**config.mk**
```make
export PLATFORM = sky130hd
export DESIGN_NAME = unaligned_word_bridge
export DESIGN_NICKNAME = d
export VERILOG_FILES = /design/src/rtl/uwb_pkg.sv /design/src/rtl/uwb_span_calc.sv /design/src/rtl/uwb_lane_merge.sv /design/src/rtl/uwb_read_align.sv /design/src/rtl/unaligned_word_bridge.sv
export SDC_FILE = /design/constraint.sdc
export NUM_CORES = 1
export LEC_CHECK = 0
export ABC_AREA = 1
export BUFFER_PORTS_ARGS = -buffer_cell sky130_fd_sc_hd__buf_2
export CAP_MARGIN = 10
export CORE_MARGIN = 2
export CORE_UTILIZATION = 40
export CTS_CLUSTER_DIAMETER = 150
export DETAILED_ROUTE_END_ITERATION = 8
export GPL_TIMING_DRIVEN = 0
export HOLD_SLACK_MARGIN = 0.02
export PLACE_DENSITY = 0.57
export SYNTH_ARGS = -nofsm -noshare
export SYNTH_HDL_FRONTEND = slang
export SYNTH_SLANG_ARGS = --single-unit
```
**constraint.sdc**
```tcl
create_clock -name clk -period 2.15 [get_ports clk]
set_input_delay 0.43 -clock clk [delete_from_list [all_inputs] [get_ports clk]]
set_output_delay 0.43 -clock clk [all_outputs]
set_load 0.01 [all_outputs]
```
**src/rtl/uwb_pkg.sv**
```systemverilog
package uwb_pkg;
   typedef enum logic [2:0] {
      ST_IDLE,
      ST_RD_LO,
      ST_WR_LO,
      ST_RD_HI,
      ST_WR_HI
   } uwb_state_e;
endpackage

```
**src/rtl/uwb_span_calc.sv**
```systemverilog
module uwb_span_calc #(
   parameter int DATA_W = 32,
   localparam int BYTES = DATA_W / 8,
   localparam int LANE_W = $clog2(BYTES)
) (
   input  logic [LANE_W-1:0] off,
   input  logic [1:0]        size,
   input  logic [DATA_W-1:0] wdata,
   output logic [BYTES-1:0]  field_mask,
   output logic [BYTES-1:0]  lo_mask,
   output logic [BYTES-1:0]  hi_mask,
   output logic [DATA_W-1:0] lo_data,
   output logic [DATA_W-1:0] hi_data
);
   logic [LANE_W:0]         num_bytes;
   logic [2*BYTES-1:0]      wide_mask;
   logic [2*DATA_W-1:0]     wide_data;
   logic [LANE_W+2:0]       bit_shift;

   // access width in bytes, clamped to the word width
   always_comb begin
      if (int'(size) >= LANE_W) num_bytes = (LANE_W+1)'(BYTES);
      else                      num_bytes = (LANE_W+1)'(1) << size;
   end

   for (genvar i = 0; i < BYTES; i++) begin : g_field
      assign field_mask[i] = (num_bytes > (LANE_W+1)'(i));
   end

   assign bit_shift = {off, 3'b000};
   assign wide_mask = {{BYTES{1'b0}}, field_mask} << off;
   assign wide_data = {{DATA_W{1'b0}}, wdata} << bit_shift;
   assign lo_mask   = wide_mask[BYTES-1:0];
   assign hi_mask   = wide_mask[2*BYTES-1:BYTES];
   assign lo_data   = wide_data[DATA_W-1:0];
   assign hi_data   = wide_data[2*DATA_W-1:DATA_W];
endmodule

```
**src/rtl/uwb_lane_merge.sv**
```systemverilog
module uwb_lane_merge #(
   parameter int DATA_W = 32,
   localparam int BYTES = DATA_W / 8
) (
   input  logic [DATA_W-1:0] old_word,
   input  logic [DATA_W-1:0] new_word,
   input  logic [BYTES-1:0]  lane_sel,
   output logic [DATA_W-1:0] merged
);
   for (genvar i = 0; i < BYTES; i++) begin : g_lane
      assign merged[i*8 +: 8] = lane_sel[i] ? new_word[i*8 +: 8] : old_word[i*8 +: 8];
   end
endmodule

```
**src/rtl/uwb_read_align.sv**
```systemverilog
module uwb_read_align #(
   parameter int DATA_W = 32,
   localparam int BYTES = DATA_W / 8,
   localparam int LANE_W = $clog2(BYTES)
) (
   input  logic [DATA_W-1:0] lo_word,
   input  logic [DATA_W-1:0] hi_word,
   input  logic [LANE_W-1:0] off,
   input  logic [BYTES-1:0]  field_mask,
   output logic [DATA_W-1:0] aligned
);
   logic [2*DATA_W-1:0] joined;
   logic [LANE_W+2:0]   bit_shift;

   assign bit_shift = {off, 3'b000};
   assign joined    = {hi_word, lo_word} >> bit_shift;

   for (genvar i = 0; i < BYTES; i++) begin : g_lane
      assign aligned[i*8 +: 8] = field_mask[i] ? joined[i*8 +: 8] : 8'h00;
   end
endmodule

```
**src/rtl/unaligned_word_bridge.sv**
```systemverilog
module unaligned_word_bridge #(
   parameter int ADDR_W = 16,
   parameter int DATA_W = 32
) (
   input  logic                                  clk,
   input  logic                                  rst_n,
   input  logic                                  req_valid,
   output logic                                  req_ready,
   input  logic                                  req_write,
   input  logic [ADDR_W-1:0]                     req_addr,
   input  logic [1:0]                            req_size,
   input  logic [DATA_W-1:0]                     req_wdata,
   output logic                                  resp_valid,
   output logic [DATA_W-1:0]                     resp_rdata,
   output logic                                  mem_valid,
   output logic                                  mem_write,
   output logic [ADDR_W-$clog2(DATA_W/8)-1:0]    mem_addr,
   output logic [DATA_W-1:0]                     mem_wdata,
   input  logic                                  mem_ack,
   input  logic [DATA_W-1:0]                     mem_rdata
);
   import uwb_pkg::*;

   localparam int BYTES   = DATA_W / 8;
   localparam int LANE_W  = $clog2(BYTES);
   localparam int WADDR_W = ADDR_W - LANE_W;

   if (!(DATA_W == 16 || DATA_W == 32 || DATA_W == 64)) begin : g_bad_width
      $error("unaligned_word_bridge: DATA_W must be 16, 32 or 64");
   end
   if (ADDR_W <= LANE_W + 1) begin : g_bad_addr
      $error("unaligned_word_bridge: ADDR_W too small for DATA_W");
   end

   uwb_state_e           state_q;
   logic [WADDR_W-1:0]   waddr_q;
   logic [LANE_W-1:0]    off_q;
   logic [BYTES-1:0]     field_q, lo_mask_q, hi_mask_q;
   logic [DATA_W-1:0]    lo_data_q, hi_data_q;
   logic                 write_q, two_q;
   logic [DATA_W-1:0]    rd_lo_q, wbuf_q;
   logic                 resp_valid_q;
   logic [DATA_W-1:0]    resp_rdata_q;

   logic [BYTES-1:0]     s_field, s_lo_mask, s_hi_mask;
   logic [DATA_W-1:0]    s_lo_data, s_hi_data;
   logic                 on_hi;
   logic [DATA_W-1:0]    merge_new, merged, aligned, align_lo;
   logic [BYTES-1:0]     merge_sel;

   uwb_span_calc #(.DATA_W(DATA_W)) u_span (
      .off        (req_addr[LANE_W-1:0]),
      .size       (req_size),
      .wdata      (req_wdata),
      .field_mask (s_field),
      .lo_mask    (s_lo_mask),
      .hi_mask    (s_hi_mask),
      .lo_data    (s_lo_data),
      .hi_data    (s_hi_data)
   );

   assign on_hi     = (state_q == ST_RD_HI) || (state_q == ST_WR_HI);
   assign merge_new = on_hi ? hi_data_q : lo_data_q;
   assign merge_sel = on_hi ? hi_mask_q : lo_mask_q;
   assign align_lo  = on_hi ? rd_lo_q : mem_rdata;

   uwb_lane_merge #(.DATA_W(DATA_W)) u_merge (
      .old_word (mem_rdata),
      .new_word (merge_new),
      .lane_sel (merge_sel),
      .merged   (merged)
   );

   uwb_read_align #(.DATA_W(DATA_W)) u_align (
      .lo_word    (align_lo),
      .hi_word    (mem_rdata),
      .off        (off_q),
      .field_mask (field_q),
      .aligned    (aligned)
   );

   always_ff @(posedge clk) begin
      if (!rst_n) begin
         state_q      <= ST_IDLE;
         waddr_q      <= '0;
         off_q        <= '0;
         field_q      <= '0;
         lo_mask_q    <= '0;
         hi_mask_q    <= '0;
         lo_data_q    <= '0;
         hi_data_q    <= '0;
         write_q      <= 1'b0;
         two_q        <= 1'b0;
         rd_lo_q      <= '0;
         wbuf_q       <= '0;
         resp_valid_q <= 1'b0;
         resp_rdata_q <= '0;
      end else begin
         resp_valid_q <= 1'b0;
         case (state_q)
            ST_IDLE: begin
               if (req_valid) begin
                  waddr_q   <= req_addr[ADDR_W-1:LANE_W];
                  off_q     <= req_addr[LANE_W-1:0];
                  field_q   <= s_field;
                  lo_mask_q <= s_lo_mask;
                  hi_mask_q <= s_hi_mask;
                  lo_data_q <= s_lo_data;
                  hi_data_q <= s_hi_data;
                  write_q   <= req_write;
                  two_q     <= |s_hi_mask;
                  if (req_write && (&s_lo_mask)) begin
                     wbuf_q  <= s_lo_data;
                     state_q <= ST_WR_LO;
                  end else begin
                     state_q <= ST_RD_LO;
                  end
               end
            end
            ST_RD_LO: begin
               if (mem_ack) begin
                  rd_lo_q <= mem_rdata;
                  if (write_q) begin
                     wbuf_q  <= merged;
                     state_q <= ST_WR_LO;
                  end else if (two_q) begin
                     state_q <= ST_RD_HI;
                  end else begin
                     resp_valid_q <= 1'b1;
                     resp_rdata_q <= aligned;
                     state_q      <= ST_IDLE;
                  end
               end
            end
            ST_WR_LO: begin
               if (mem_ack) begin
                  if (two_q) begin
                     state_q <= ST_RD_HI;
                  end else begin
                     resp_valid_q <= 1'b1;
                     resp_rdata_q <= '0;
                     state_q      <= ST_IDLE;
                  end
               end
            end
            ST_RD_HI: begin
               if (mem_ack) begin
                  if (write_q) begin
                     wbuf_q  <= merged;
                     state_q <= ST_WR_HI;
                  end else begin
                     resp_valid_q <= 1'b1;
                     resp_rdata_q <= aligned;
                     state_q      <= ST_IDLE;
                  end
               end
            end
            ST_WR_HI: begin
               if (mem_ack) begin
                  resp_valid_q <= 1'b1;
                  resp_rdata_q <= '0;
                  state_q      <= ST_IDLE;
               end
            end
            default: state_q <= ST_IDLE;
         endcase
      end
   end

   assign req_ready  = (state_q == ST_IDLE);
   assign resp_valid = resp_valid_q;
   assign resp_rdata = resp_rdata_q;
   assign mem_valid  = (state_q != ST_IDLE);
   assign mem_write  = (state_q == ST_WR_LO) || (state_q == ST_WR_HI);
   assign mem_addr   = on_hi ? waddr_q + 1'b1 : waddr_q;
   assign mem_wdata  = wbuf_q;


   reset_idle_chk: assert property (@(posedge clk) $fell(rst_n) |=> req_ready && !mem_valid && !resp_valid);


   bus_hold_chk: assert property (@(posedge clk) disable iff (!rst_n)
      mem_valid && !mem_ack |=> mem_valid && $stable(mem_addr) && $stable(mem_write) && $stable(mem_wdata));


   busy_after_accept_chk: assert property (@(posedge clk) disable iff (!rst_n)
      req_valid && req_ready |=> !req_ready);


   resp_pulse_chk: assert property (@(posedge clk) disable iff (!rst_n)
      resp_valid |=> !resp_valid);


   resp_ready_chk: assert property (@(posedge clk) disable iff (!rst_n)
      resp_valid |-> req_ready);


   full_write_direct_chk: assert property (@(posedge clk) disable iff (!rst_n)
      req_valid && req_ready && req_write && (req_addr[LANE_W-1:0] == '0) && (req_size >= 2'(LANE_W))
      |=> mem_valid && mem_write);


   partial_write_reads_chk: assert property (@(posedge clk) disable iff (!rst_n)
      req_valid && req_ready && req_write && ((req_addr[LANE_W-1:0] != '0) || (req_size < 2'(LANE_W)))
      |=> mem_valid && !mem_write);


   read_starts_read_chk: assert property (@(posedge clk) disable iff (!rst_n)
      req_valid && req_ready && !req_write |=> mem_valid && !mem_write);
endmodule

```
==> impl_results.md <==
- Failing checks: negative setup slack
- Initial Utilization: 40.7%
- # DRC: 0
- Pre-antenna DRT Iters: 8
- Buffers on Ports: ~170
- Min-delay worst type: in -> reg
- Number of antenna diodes: 0
- Synth cell types: 33
- Post-DR vias/cell: 5.47
- Clock latency on the worst-skew pair: between 400 and 500 ps
- Fill count: 2647
- Reg clk slew, reported paths: 80 ps
- First-pass GRT wire length: a little over 60 mm
- Crit path kind: reg -> out
- Final core utilization: 49.2%
- GP Congestion: ~0.95
- Grt ovf: 0
- Fin area: 11900 sq um
- Core area: roughly 24000 sq um
- Wire per inst: approximately 20 microns
- Min Tclk post-route: approximately 2300 ps
- Hold Path Stages: 3
- Synth Warn #: 0
- Synthesized area: 9870 sq um
- Die Width: about 160 microns
- Initial antenna violation count: 0
- Finished Layout Cells: approximately 2.1k
- Reg2Reg Setup Slack: roughly 60 ps
- Cells on worst reg2reg path: 12
- Final Hold Fails: 0
- H-tree Lvls: 4
- Final setup margin: -149 ps
- CTS max path bufs: 2
- Via count: ~11k
- Ratio of cells with drive above 1 in the final layout: approximately 17%
- Crit-path max FO: 6
- Tot GR Track Use: between 30% and 40%
- Commonest cells after routing, fill and taps aside: nand2_1 (316), nand3_1 (214), buf_2 (199)
- RSZ-0062 raised after global routing: true
- Worst-Margin Slew: around 800 ps
- Die height: between 150 and 200 microns
- P per Cell Area: 1290 nW/um^2
- Clock skew: 19.8 ps
- Final net count: between 1.5k and 2k
- Post-synthesis sequential area ratio: between 30% and 40%
- 1st-iter DRT viols: approximately 1.1k
- Hpwl dp: between 30 and 40 mm
- Num rows: between 50 and 60
- Cells after Synth: 1526
- Crit share post-route: 107%
- Area growth syn-to-layout: 20.9%
- Max Fclk: ~0.44 GHz
- Number of global-route vias before repair: between 10k and 15k
- Fin. max-slew vios: 0
- Slew headroom: between 40% and 50%
- CTS buffer count: 17
- Antenna viol nets, final: 0
- Register bit total from synthesis: between 150 and 200
- Syn_nets: around 1.6k
- Largest net degree at the start of global routing: 21
- Final Setup Violations: 12
- Commonest non-fill, non-tap cell in the layout: nand2_1
- Startpoint types: flop
- Avg Cell Area, Syn: ~6.5 sq um
- Placed inst area: roughly 11000 sq um
- CTS tree: done
- Pleak: 0.00536 uW
- Clk sink count: 185
- Crit. End Element: primary output
- Worst endpoint required time: roughly 1700 ps
- Ports: around 170
- Placed Cells: between 2k and 2.5k
- Root Driver: clkbuf_16
- Critical Path AT: 1870 ps
- Worst VDD drop: 0.621 mV
- Routed WL: 41.6 mm
- Max-cap check violation count: 0
- Outcome: complete, but fails checks
- Die area: approximately 26000 sq um
-- stage by stage --
| stage | setup TNS, ps | hold WS, ps | worst slack, ps | power (uW) |
|---|---|---|---|---|
| finish | -867 | 209 | -149 | 15400 |
| CTS | -1810 | 203 | -228 | 15300 |
| floorplan | 0 | 430 | 201 | 9340 |
| global placement | -3840 | 440 | -227 | 11900 |
| detailed placement | -3460 | 450 | -214 | 11900 |
| global route | -1860 | 222 | -230 | 16400 |
-- repair_timing --
item                       4_1_cts  5_1_grt
setup buffers                   10        4
pin swaps                        7        8
hold buffers                     0        0
setup endpoints to repair       15       19
resized for setup               26       17
-- cell type report --
type / count / area, sq um / area share [%]
Clock buffer: 18 / 429 / 3.60
Timing Repair Buffer: 180 / 943 / 7.91
Inverter: 160 / 601 / 5.03
Sequential cell: 185 / 3710 / 31.1
Clock inverter: 14 / 170 / 1.43
Buffer: 107 / 468 / 3.92
Multi-Input combinational cell: 1073 / 5200 / 43.6
Tap cell: 324 / 405 / 3.40
-- worst paths after layout --
kind / startpoint / end
max: state_q[1] / mem_addr[13]
min: req_addr[6] / waddr_q[4]
max reg2reg: state_q[1] / resp_rdata[6]
min reg2reg: rd_lo_q[12] / rd_lo_q[12]
-- layer usage --
layer / routed length [microns] / GRT usage [%] / vias to the layer above
met5: 0 / 0 / -
met4: 1890 / 13.7 / 0
met3: 2930 / 5.42 / 104
met2: 19000 / 51.9 / 481
met1: 17800 / 40.9 / 5252
li1: - / - / 5430
-- registers in the layout, indices dropped and copies added (netlist names), 4 cells and up --
| register | count |
|---|---|
| field_q | 4 |
| hi_data_q | 24 |
| lo_data_q | 32 |
| lo_mask_q | 4 |
| mem_wdata | 32 |
| rd_lo_q | 32 |
| resp_rdata | 32 |
| waddr_q | 14 |
-- where the power goes --
part	leakage, uW	switching, uW	total (uW)	internal [uW]
Clock	0.000292	1700	3280	1580
Combinational	0.00355	4990	7260	2270
Sequential	0.00152	525	4900	4370
-- kinds of logic after synthesis --
kind of cell	Yosys count	share of synthesized area [%]
AOI/OAI and AO/OA	384	20.9
xor gates and xnor gates	12	1.06
adders and majority gates	1	0.127
buffers and inverters	268	10.8
DFF	185	37.5
and+or+nand+nor	676	29.6
-- synthesized netlist by cell type --
master / number / area, sq um
buf_4: 5 / 37.5
nand3b_1: 3 / 22.5
o21ai_1: 4 / 20.0
xor2_1: 12 / 105
nand2_1: 318 / 1190
nor3_1: 9 / 45.0
o21ai_0: 143 / 716
nor3_2: 1 / 10.0
a211oi_1: 2 / 15.0
nand2_4: 2 / 22.5
a21boi_0: 1 / 7.51
dfxtp_1: 185 / 3700
nand4_1: 1 / 6.26
buf_1: 7 / 26.3
clkbuf_1: 62 / 233
nand3_2: 2 / 20.0
clkinv_1: 2 / 7.51
inv_1: 152 / 571
o211ai_1: 41 / 308
nor2_4: 2 / 22.5
a21oi_1: 179 / 896
o31ai_1: 1 / 7.51
a31oi_1: 8 / 50.1
nand3_1: 215 / 1080
nand2_2: 8 / 50.1
inv_2: 6 / 22.5
nor2_1: 106 / 398
o21a_1: 2 / 15.0
a22oi_1: 2 / 15.0
nor2_2: 9 / 56.3
buf_2: 34 / 170
ha_1: 1 / 12.5
o221ai_1: 1 / 8.76
-- worst max-delay path, cell delays in order, from the launching register on --
cell and delay (ps):
dfxtp_4 380, nor2_4 140, nand2_4 80, nand2_8 100, nand2_4 70, nor2_4 110, nand2_4 90, nor2_4 140
nand2_2 60, xor2_1 130, buf_2 130
Power figures use the tool's default switching activity.
